File: src/rtl/link_frame_builder.sv
module link_frame_builder #(
  parameter int TICK_FRAMES = 5,
  parameter int MS_TICKS    = 500,
  parameter int S_MS        = 1000
) (
  input  logic        clk,
  input  logic        rst_n,
  input  logic        pps,
  input  logic        proto_other,
  input  logic [7:0]  pkt_addr,
  input  logic [79:0] pkt_payload,
  input  logic [3:0]  pkt_side,
  output logic        pkt_req,
  output logic [1:0]  pkt_idx,
  output logic [7:0]  tx_data,
  output logic        tx_is_k
);
  localparam int FW = (TICK_FRAMES > 1) ? $clog2(TICK_FRAMES) : 1;
  localparam int TW = (MS_TICKS > 1) ? $clog2(MS_TICKS) : 1;
  localparam int MW = (S_MS > 1) ? $clog2(S_MS) : 1;
  localparam logic [7:0] K_SOF = 8'hBC, K_2US = 8'h3C, K_MS = 8'h5C, K_SEC = 8'h7C;
  localparam logic [87:0] ODD_MASK = {11{8'hAA}};

  typedef enum logic [2:0] {S_MARK, S_PID, S_ADDR, S_DATA, S_CTRL} state_t;
  state_t      st;
  logic [1:0]  pidx;
  logic [3:0]  dcnt;
  logic [7:0]  sh_addr;
  logic [79:0] sh_pay;
  logic [3:0]  sh_side;
  logic        pps_pend, ctrl_out;
  logic [FW-1:0] fcnt;
  logic [TW-1:0] tcnt;
  logic [MW-1:0] mcnt;

  assign pkt_req = (st == S_ADDR);
  assign pkt_idx = pidx;

  logic          restart, b2us, bms, bsec, f_wrap, t_wrap, m_wrap;
  logic [FW-1:0] ef;
  logic [TW-1:0] et;
  logic [MW-1:0] em;
  logic [7:0]    marker;
  logic          par_o, par_e;

  assign restart = pps_pend | pps;
  assign ef = restart ? '0 : fcnt;
  assign et = restart ? '0 : tcnt;
  assign em = restart ? '0 : mcnt;
  assign b2us = (ef == '0);
  assign bms  = b2us && (et == '0);
  assign bsec = bms && (em == '0);
  assign marker = bsec ? K_SEC : bms ? K_MS : b2us ? K_2US : K_SOF;
  assign f_wrap = (ef == FW'(TICK_FRAMES - 1));
  assign t_wrap = (et == TW'(MS_TICKS - 1));
  assign m_wrap = (em == MW'(S_MS - 1));
  assign par_o = ^({sh_pay, sh_addr} & ODD_MASK);
  assign par_e = ^({sh_pay, sh_addr} & ~ODD_MASK);

  always_ff @(posedge clk or negedge rst_n) begin
    if (!rst_n) begin
      st <= S_MARK; pidx <= '0; dcnt <= '0;
      sh_addr <= '0; sh_pay <= '0; sh_side <= '0;
      tx_data <= '0; tx_is_k <= 1'b0; ctrl_out <= 1'b0;
      pps_pend <= 1'b0; fcnt <= '0; tcnt <= '0; mcnt <= '0;
    end else begin
      tx_is_k  <= (st == S_MARK);
      ctrl_out <= (st == S_CTRL);
      if (st == S_MARK) pps_pend <= 1'b0;
      else if (pps)     pps_pend <= 1'b1;
      case (st)
        S_MARK: begin
          tx_data <= marker;
          fcnt <= f_wrap ? '0 : ef + 1'b1;
          tcnt <= et;
          mcnt <= em;
          if (f_wrap) begin
            tcnt <= t_wrap ? '0 : et + 1'b1;
            if (t_wrap) mcnt <= m_wrap ? '0 : em + 1'b1;
          end
          st <= S_PID;
        end
        S_PID: begin
          tx_data <= proto_other ? 8'h00 : 8'hAA;
          st <= S_ADDR;
        end
        S_ADDR: begin
          tx_data <= pkt_addr;
          sh_addr <= pkt_addr; sh_pay <= pkt_payload; sh_side <= pkt_side;
          dcnt <= '0;
          st <= S_DATA;
        end
        S_DATA: begin
          tx_data <= sh_pay[dcnt*8 +: 8];
          dcnt <= dcnt + 1'b1;
          if (dcnt == 4'd9) st <= S_CTRL;
        end
        default: begin
          tx_data <= {par_o, par_e, 2'b00, sh_side};
          pidx <= pidx + 1'b1;
          st <= (pidx == 2'd3) ? S_MARK : S_ADDR;
        end
      endcase
    end
  end

  assert_marker_code_R3: assert property (@(posedge clk) disable iff (!rst_n)
    tx_is_k |-> (tx_data == K_SOF || tx_data == K_2US || tx_data == K_MS || tx_data == K_SEC));
  assert_pid_follows_R2: assert property (@(posedge clk) disable iff (!rst_n)
    tx_is_k |=> (!tx_is_k && (tx_data == 8'hAA || tx_data == 8'h00)));
  assert_addr_echo_R5: assert property (@(posedge clk) disable iff (!rst_n)
    pkt_req |=> (tx_data == $past(pkt_addr) && !tx_is_k));
  assert_ctrl_reserved_R6: assert property (@(posedge clk) disable iff (!rst_n)
    ctrl_out |-> (tx_data[5:4] == 2'b00 && !tx_is_k));
  assert_pps_second_R7: assert property (@(posedge clk) disable iff (!rst_n)
    (pps_pend && st == S_MARK) |=> (tx_is_k && tx_data == K_SEC));
endmodule

File: config.mk
export PLATFORM = sky130hd
export DESIGN_NAME = link_frame_builder
export DESIGN_NICKNAME = d
export VERILOG_FILES = /design/src/rtl/link_frame_builder.sv
export SDC_FILE = /design/constraint.sdc
export NUM_CORES = 1
export LEC_CHECK = 0
export BUFFER_PORTS_ARGS = -buffer_cell sky130_fd_sc_hd__buf_2
export CAP_MARGIN = 10
export CORE_ASPECT_RATIO = 1.25
export CORE_UTILIZATION = 58
export CTS_BUF_LIST = sky130_fd_sc_hd__clkbuf_4 sky130_fd_sc_hd__clkbuf_8 sky130_fd_sc_hd__clkbuf_16
export DETAILED_ROUTE_END_ITERATION = 10
export PLACE_DENSITY = 0.92
export SLEW_MARGIN = 20
export SYNTH_ARGS = -nofsm -noshare
export SYNTH_HDL_FRONTEND = slang
export SYNTH_SLANG_ARGS = --single-unit
File: constraint.sdc
create_clock -name clk -period 3.1 [get_ports clk]
set_clock_uncertainty 0.1 [all_clocks]
set_input_delay 0.62 -clock clk [delete_from_list [all_inputs] [get_ports clk]]
set_output_delay 0.62 -clock clk [all_outputs]
set_load 0.05 [all_outputs]
# [Word-level counts from Yosys, hierarchy flattened]
# Index checks and enable logic that the tools add are counted.
[word_totals] rom_bits=0 reg_bits=133 mem_bits_rw=0 latchBits=0 n_memories=0 elab_cells=59
[classes] eq_ne=9 mux=20 magnitude_cmp=0 bitwise=1 n_reduce_logical=11 div_mod_pow=0 multipliers=0 n_shift=1 n_addsub=5
[ops] operator="$reduce_xor A88 Y1" n=2
[ops] operator="$shiftx A80 B8 Y8" n=1
[ops] operator="$mux W10" n=4
[ops] operator="$mux W8" n=4
[ops] operator="$pmux W8 S4" n=1
[ops] operator="$mux W9" n=3
[ops] operator="$pmux W3 S4" n=1
[ops] operator="$add A10 B1 Y10 const B" n=1
[ops] operator="$eq A10 B10 Y1 const B" n=1
[ops] operator="$logic_not A10 Y1" n=1
[ops] operator="$add A9 B1 Y9 const B" n=1
[ops] operator="$eq A9 B9 Y1 const B" n=1
[ops] operator="$logic_not A9 Y1" n=1
[ops] operator="$mux W3" n=3
[ops] operator="$pmux W4 S2" n=1
[ops] operator="$eq A3 B2 Y1 const B" n=2
[ops] operator="$logic_not A3 Y1" n=2
[ops] operator="$add A4 B1 Y4 const B" n=1
[ops] operator="$eq A4 B4 Y1 const B" n=1
[ops] operator="$reduce_bool A2 Y1" n=2
[ops] operator="$reduce_or A4 Y1" n=1
[ops] operator="$add A3 B1 Y3 const B" n=1
[ops] operator="$eq A3 B1 Y1 const B" n=1
[ops] operator="$eq A3 B3 Y1 const B" n=1
[ops] operator="7 further kinds" n=9

# [Logic depth before layout (Yosys ltp)]
# Gate-level depths: netlist of run 1.
[logic_depth] ltp_word=7 depth_mapped=11

# [Least setup slack after synthesis of run 1]
# No wires, ideal clock.
[synth_timing] kind="input -> register" startpoint="input pps" endpoint="register tcnt[7]" cell_stages=11 arrival_ns=2.490 path_slack_ns=0.427 n_path_buf=2 required_time_ns=2.917 cell_sequence="nor2_1 clkbuf_1 nand2_1 ha_1 and4bb_1 buf_6 and4_1 and3_1 a31oi_1 o21ai_0 o21ai_0"
[synth_between] elab_chain_len=5 elab_cells_between_ends=8 classes_between="add/sub: 1; eq/ne: 2; mux: 4; bitwise: 1"
[synth_rtl] item="from (decl)" line="8" text="input logic pps,"
[synth_rtl] item="$or A1 B1 Y1 (*)" line="46" text="assign restart = pps_pend | pps;"
[synth_rtl] item="$mux W9" line="48" text="assign et = restart ? '0 : tcnt;"
[synth_rtl] item="$add A9 B1 Y9 or $eq A9 B9 Y1 (tied branches)" line="78, 55"
[synth_rtl] item="$mux W9" line="78" text="tcnt <= t_wrap ? '0 : et + 1'b1;"
[synth_rtl] item="$mux W9 (*)" line="77" text="if (f_wrap) begin"
[synth_rtl] item="to (signal assigned)" line="75" text="tcnt <= et;"
[synth_rtl] item="to (signal assigned)" line="78"
[synth_rtl] item="to (decl)" line="33" text="logic [TW-1:0] tcnt;"
# Every way passes the cells marked *; elsewhere a longest branch is shown, timed or not.
# A chain may end at the register's enable or synchronous reset.

# [Final worst setup path of run 1]
[layout_timing] startpoint="register st[1]" endpoint="output pkt_req"
[layout_between] elab_chain_len=1
[layout_rtl] item="from (decl)" line="25" text="state_t st;"
[layout_rtl] item="from (signal assigned)" line="101" text="st <= (pidx == 2'd3) ? S_MARK : S_ADDR;"
[layout_rtl] item="$eq A3 B2 Y1" line="36" text="assign pkt_req = (st == S_ADDR);"
[layout_rtl] item="to (decl)" line="13" text="output logic pkt_req,"
# Every way passes these cells.

==> impl_summary.txt, run 1 <==
----------------------------------------------------
[Outcome]
  Result of the run ... finished, final reports clean

[Place]
  Port bufs ... 107
  Placement-stage worst setup slack ... 0.1541 ns
  HPWL Detailed ... 12550 um
  Placer's final routability congestion estimate ... 0.9161

[Synthesis]
  Synthesized flop and latch total ... 133
  Synth top area cells ... sky130_fd_sc_hd__dfrtp_1 (46%), sky130_fd_sc_hd__mux2_2 (16%), sky130_fd_sc_hd__xnor2_1 (9.1%)
  Proportion of netlist area held by the largest area contributor ... 0.4594
  Cells after synthesis ... 602
  Count of flip-flops with a built-in enable after synthesis ... 0
  Cell type contributing the most total cell area after synthesis ... sky130_fd_sc_hd__dfrtp_1
  Most frequently used cell type in the post-synthesis netlist ... sky130_fd_sc_hd__dfrtp_1
  Netlist area before placement ... 7244 um2
  Avg Inst Size Synth ... 12.03 um2
  Primary FF master, synth ... sky130_fd_sc_hd__dfrtp_1
  Net count after synthesis ... 707
  Synth top cells by count ... sky130_fd_sc_hd__dfrtp_1 (133), sky130_fd_sc_hd__mux2_2 (102), sky130_fd_sc_hd__xnor2_1 (75)
  Share of the yosys chip area belonging to registers ... 0.4594
  Number of distinct library cells after synthesis ... 65
  Number of warnings issued by yosys ... 0
  Share of async-settable or async-resettable flops after synthesis ... 1.000

[Timing]
  Worst relative slew slack ... 0.5689
  Slew at the pin closest to its max-slew limit ... 0.6467 ns
  Ratio of final minimum period to clock period ... 0.8862
  Sum of negative setup slack ... 0 ns
  Number of setup violations in the final report ... 0
  Fmax achieved ... 0.3640 GHz
  Final max-slew violation count ... 0
  Shortest period the worst path allows ... 2.747 ns
  Final-report hold violation count ... 0
  Crit path setup slack, layout ... 0.3528 ns
  Setup repair after global routing missed its margin ... false

[Global route]
  Number of antenna violations at the first check in global routing ... 1
  Largest net degree at the start of global routing ... 54
  GRT Resource Usage Total ... 0.2876
  Vias in the first global route ... 5627
  Wire length of the first global-routing pass ... 27750 um
  Overflow left after global routing ... 0

[Clock network]
  Setup repair bufs after CTS ... 0
  Cell at the root of the clock tree ... sky130_fd_sc_hd__clkbuf_16
  Clock transition at the registers of the reported paths ... 0.05 ns
  Hold buffer count at CTS ... 0
  Number of H-tree levels ... 4
  Total clock buffers created by CTS ... 17
  Clock tree from TritonCTS ... built
  Number of clock sinks ... 133
  Clock insertion delay at the later pin of the skew report ... 0.42 ns
  PostCTS Resize Cnt ... 0
  Clock Path Buffers ... 2

[Setup path]
  Type of the setup path with the least slack ... flop to output port
  Type of element capturing the critical path ... output port
  Crit-path max FO ... 20
  Arrival time worst endpoint ... 2.03 ns
  Worst endpoint required time ... 2.38 ns
  Type of element launching the critical path ... flop

[Power and ir drop]
  Total power per unit cell area ... 526.8 nW/um2
  Leakage component of the power ... 3.634 nW
  Worst voltage drop across the vdd grid ... 0.3888 mV

[Layout]
  Layout cells sized above 1 ... 0.3831
  NumNets Final ... 816
  Area grow syn2layout ... 17.50%

[Route]
  Drc violations ... 0
  DR vias/cell ... 5.902
  Routed len/inst ... 19.32 um
  Vias post-DR ... 5241
  Remaining antenna violation count after routing ... 0
  Drt initial violations ... 359
  Length of the first detailed-routing pass in iterations ... 5
  Wire length reported by the detailed router ... 17160 um

[Floorplan]
  Placeable core area ... 12160 um2
  Die X-Extent ... 102.0 um
  Floorplan row count ... 45
  Y dimension of the die ... 127.0 um
  Die Outline Area ... 12940 um2
  Number of placed I/O pins ... 108
  Starting Density ... 0.5957

[Hold path]
  Worst min-delay path class ... input pin to async pin

[Job]
  Maximum Capacitance Violations ... 0

----------------------------------------------------
-- worst max-delay path, stage by stage, from the launching register on --
cell and delay (ns):
sky130_fd_sc_hd__dfrtp_1 0.71, sky130_fd_sc_hd__nand2b_1 0.34, sky130_fd_sc_hd__nor2_4 0.26, sky130_fd_sc_hd__buf_2 0.30
-- routing by layer --
layer | routed length, um | GRT usage | up-vias
met1 | 6302 | 0.3185 | 2614
li1 | - | - | 2382
met2 | 9085 | 0.4931 | 187
met5 | 0 | 0 | -
met4 | 868 | 0.1697 | 0
met3 | 903 | 0.07163 | 58
-- through the flow --
stage | power (mW) | cells | utilization | hold slack (ns) | instance area (um2)
after floorplan | 2.365 | 602 | - | 0.2244 | 7244
after global placement | 2.545 | 856 | 0.6524 | 0.3640 | 7934
after detailed placement | 2.570 | 856 | 0.6524 | 0.3710 | 7934
after CTS | 4.505 | 887 | 0.6997 | 0.1148 | 8509
after global routing | 4.628 | 888 | 0.6999 | 0.1346 | 8512
final | 4.484 | 888 | 0.6999 | 0.09287 | 8512
-- final timing paths --
check | from | endpoint | slack [ns] | cells after the start
setup / recovery | st[1]$_DFFE_PN0P_ | pkt_req | 0.35 | 3
hold / removal | rst_n | tcnt[7]$_DFFE_PN0P_ | 0.09 | 1
setup reg to reg | pps_pend$_DFFE_PN0P_ | mcnt[7]$_DFFE_PN0P_ | 0.41 | 10
hold reg to reg | fcnt[0]$_DFFE_PN0P_ | fcnt[0]$_DFFE_PN0P_ | 0.39 | 2
max in group asynchronous | rst_n | sh_pay[18]$_DFFE_PN0P_ | 2.06 | 2
min in group clk | pkt_side[2] | sh_side[2]$_DFFE_PN0P_ | 0.31 | 3
-- sequential cells by signal, indices dropped and copies added, names as in the netlist --
register	cells
pkt_idx	2
tx_is_k	1
sh_addr	8
st	3
sh_pay	80
tcnt	9
sh_side	4
fcnt	3
pps_pend	1
dcnt	4
tx_data	8
mcnt	10
-- layout by cell type (no fill, tap or decap), drive strengths merged, types with 2 or more instances in the layout --
cell,Yosys,final
clkinvlp,0,2
nor2b,6,6
nand2,36,36
and3,2,2
nor3,9,9
a32o,3,3
o21ai,24,24
o22ai,2,2
nor2,17,17
o31ai,10,10
a21oi,17,17
xor2,7,7
mux2,102,102
o41ai,2,2
a31oi,7,7
mux2i,9,9
nor4,4,4
inv,22,22
clkbuf,8,24
nand3,8,8
clkinv,0,4
buf,23,121
or2,3,3
a22oi,5,5
a2bb2oi,2,2
dfrtp,133,133
ha,9,9
nand4,6,6
and4bb,3,3
a311oi,2,2
and4,2,2
and2,4,4
nand2b,2,2
xnor2,76,76
o211a,2,2
mux4,13,13
nand4b,2,2
xnor3,2,2
a22o,2,2
a221oi,4,4
-- cells by family after synthesis --
family	Yosys count	share of synthesized area
flops	133	0.4594
mux	124	0.2135
compound gates	92	0.08550
simple gates	106	0.08239
fa+ha+maj	9	0.01554
xor+xnor	85	0.1076
buf+inv	53	0.03610
-- where the power goes --
part	leakage [nW]	internal, mW	switching (mW)
logic	1.77	0.377	0.285
clock network	0.283	1.21	0.723
registers	1.58	1.82	0.0733
total	3.63	3.40	1.08
-- area by class of cell --
class	instances	area, um2
Antenna cell	1	2.502
Clock buffer	24	503.0
Clock inverter	7	72.57
Fill cell	859	3650
Inverter	22	82.58
Multi-Input combinational cell	416	3662
Sequential cell	133	3328
Tap cell	164	205.2
Timing Repair Buffer	121	655.6
No activity file was read; power rests on OpenSTA's default activity.
==> inputs of run 2 (changes only) <==
--- a/config.mk
+++ b/config.mk
@@ -8,10 +8,10 @@
 export BUFFER_PORTS_ARGS = -buffer_cell sky130_fd_sc_hd__buf_2
 export CAP_MARGIN = 10
 export CORE_ASPECT_RATIO = 1.25
-export CORE_UTILIZATION = 58
-export CTS_BUF_LIST = sky130_fd_sc_hd__clkbuf_4 sky130_fd_sc_hd__clkbuf_8 sky130_fd_sc_hd__clkbuf_16
+export CORE_UTILIZATION = 30
+export CTS_BUF_LIST = sky130_fd_sc_hd__clkbuf_16
 export DETAILED_ROUTE_END_ITERATION = 10
-export PLACE_DENSITY = 0.92
+export PLACE_DENSITY = 0.58
 export SLEW_MARGIN = 20
 export SYNTH_ARGS = -nofsm -noshare
 export SYNTH_HDL_FRONTEND = slang
==> run 2 against run 1 <==
Compared with the run above:
- hold slack worse by 0.016 ns
- combinational power shrank 3.8%
- sequential share of layout area shrank 1.1 points
- register-to-register slack improved by 0.13 ns
- sequential power is essentially flat
- critical path type unchanged
- clock-buffer cell count down 7
- global-route usage shrank 14 points
- largest power group unchanged
- routed wire length increased by 2.9%
- first-iteration DRC count decreased by 43%
- critical endpoint unchanged
==> impl_summary.txt, run 2 (synthesized netlist as in run 1, its figures left out) <==
----------------------------------------------------
[Setup path]
  Type of element capturing the critical path ... output port
  Type of the setup path with the least slack ... flop to output port
  Worst endpoint required time ... 2.38 ns (about the same)
  Crit-path max FO ... 20 (unchanged)
  Type of element launching the critical path ... flop
  Arrival time worst endpoint ... 2.04 ns (about the same)

[Global route]
  Overflow left after global routing ... 0 (unchanged)
  Number of antenna violations at the first check in global routing ... 2 (+1)
  GRT Resource Usage Total ... 0.1521 (-0.1356)
  Wire length of the first global-routing pass ... 28230 um (+1.7%)
  Vias in the first global route ... 5177 (-8.0%)
  Largest net degree at the start of global routing ... 67 (+24%)

[Layout]
  Largest Register ... sh_pay
  Commonest non-fill, non-tap cell in the layout ... sky130_fd_sc_hd__dfrtp_1
  Commonest cells after routing, fill and taps aside ... sky130_fd_sc_hd__dfrtp_1 (133), sky130_fd_sc_hd__buf_2 (106), sky130_fd_sc_hd__mux2_2 (102), sky130_fd_sc_hd__xnor2_1 (75), sky130_fd_sc_hd__nand2_1 (35)
  Final-layout fill cell count ... 2312 (+170%)
  Area of combinational cells with multiple inputs ... 3662 um2 (unchanged)
  Layout cells sized above 1 ... 0.3821 (-0.001057)
  Cell Count, Final, Fillers Out ... 1050 (+18%)
  Number of flip-flops in the largest register ... 80 (unchanged)
  NumNets Final ... 817 (+0.12%)
  Finished layout cell area ... 8752 um2 (+2.8%)
  Largest registers ... sh_pay (80), mcnt (10), tcnt (9)
  Count of antenna diodes in the layout ... 0 (-1)
  Combined flip-flop and latch cell area ... 3328 um2 (unchanged)
  Area grow syn2layout ... 20.81%

[Floorplan]
  Starting Density ... 0.3053 (-0.2903)
  Floorplan row count ... 63 (+40%)
  Number of placed I/O pins ... 108 (unchanged)
  Die X-Extent ... 141.0 um (+38%)
  Die Outline Area ... 24780 um2 (+91%)
  Placeable core area ... 23730 um2 (+95%)
  Y dimension of the die ... 175.7 um (+38%)

[Outcome]
  Result of the run ... finished, final reports clean

[Place]
  Number of placed instances with taps included ... 1018 (+19%)
  Placer's final routability congestion estimate ... 0.8587 (-6.3%)
  Placement-stage cell area ... 8172 um2 (+3.0%)
  Placement-stage worst setup slack ... 0.1899 ns (+0.03574 ns)
  HPWL Detailed ... 13260 um (+5.7%)
  Port bufs ... 107 (unchanged)

[Timing]
  Fmax achieved ... 0.3625 GHz (-0.40%)
  Slew at the pin closest to its max-slew limit ... 0.6220 ns (-0.02469 ns)
  Number of setup violations in the final report ... 0 (unchanged)
  Worst relative slew slack ... 0.5845 (+0.01561)
  Shortest period the worst path allows ... 2.758 ns (+0.01109 ns)
  Ratio of final minimum period to clock period ... 0.8898 (+0.003576)
  Crit path setup slack, layout ... 0.3417 ns (-0.01109 ns)
  Setup repair after global routing missed its margin ... false
  Final max-slew violation count ... 0 (unchanged)
  Final-report hold violation count ... 0 (unchanged)
  Sum of negative setup slack ... 0 ns (unchanged)

[Route]
  DR vias/cell ... 4.767 (-19%)
  Length of the first detailed-routing pass in iterations ... 4 (-1)
  Vias post-DR ... 5005 (-4.5%)
  Drt initial violations ... 206 (-43%)
  Wire length reported by the detailed router ... 17650 um (+2.9%)
  Routed len/inst ... 16.81 um (-13%)
  Remaining antenna violation count after routing ... 0 (unchanged)
  Drc violations ... 0 (unchanged)

[Clock network]
  Setup repair bufs after CTS ... 0 (unchanged)
  Clock transition at the registers of the reported paths ... 0.06 ns (about the same)
  Number of clock sinks ... 133 (unchanged)
  Clock insertion delay at the later pin of the skew report ... 0.42 ns (about the same)
  Clock tree from TritonCTS ... built
  PostCTS Resize Cnt ... 0 (unchanged)
  Clock Path Buffers ... 2 (unchanged)
  Total clock buffers created by CTS ... 17 (unchanged)
  Number of H-tree levels ... 4 (unchanged)
  Cell at the root of the clock tree ... sky130_fd_sc_hd__clkbuf_16
  Hold buffer count at CTS ... 0 (unchanged)

[Job]
  Maximum Capacitance Violations ... 0 (unchanged)

[Hold path]
  Worst min-delay path class ... input pin to async pin

[Power and ir drop]
  Leakage component of the power ... 3.639 nW (+0.14%)
  Worst voltage drop across the vdd grid ... 0.3456 mV (-11%)
  Total power per unit cell area ... 516.7 nW/um2 (-1.9%)
  Total power draw ... 4.522 mW (+0.84%)

----------------------------------------------------
## run 2: critical path, cell delays in order, from the launching register on
cell                       delay, ns
sky130_fd_sc_hd__dfrtp_1        0.73
sky130_fd_sc_hd__nand2b_1       0.34
sky130_fd_sc_hd__nor2_4         0.25
sky130_fd_sc_hd__buf_2          0.30
## run 2: per-stage QoR
stage	hold WS, ns	utilization
after floorplan	0.2244	-
final	0.07698	0.3689
after global placement	0.3682	0.3444
after global routing	0.1102	0.3689
after CTS	0.1023	0.3689
after detailed placement	0.3623	0.3444
## run 2: final timing paths
| path | slack, ns | to | cells after the start | start |
|---|---|---|---|---|
| min in group clk | 0.33 | sh_pay[13]$_DFFE_PN0P_ | 2 | pkt_payload[13] |
| min reg2reg | 0.38 | fcnt[1]$_DFFE_PN0P_ | 2 | fcnt[1]$_DFFE_PN0P_ |
| max reg2reg | 0.54 | mcnt[7]$_DFFE_PN0P_ | 10 | pps_pend$_DFFE_PN0P_ |
| max | 0.34 | pkt_req | 3 | st[1]$_DFFE_PN0P_ |
| min | 0.08 | tcnt[7]$_DFFE_PN0P_ | 1 | rst_n |
| max in group asynchronous | 2.07 | mcnt[6]$_DFFE_PN0P_ | 2 | rst_n |
## run 2: final cells by class
cell class	instances	share of cell area
well taps	325	0.04646
multi-input cells	416	0.4184
clock inverters	15	0.01773
clock buffers	17	0.04861
repair buffers	122	0.07906
inverters	22	0.009435
flip-flops and latches	133	0.3803
## run 2: per-layer routing
metal  vias up  track usage  share of wire
li1       2398            -              -
met3        10      0.04498          0.055
met1      2473       0.1790           0.40
met2       124       0.2691           0.53
met5         -            0              0
met4         0      0.03804         0.0085
## run 2: power by group
part           internal (mW)  total [mW]  switching (mW)
logic                  0.376       0.637           0.262
clock network           1.19        2.00           0.808
registers               1.82        1.89          0.0704
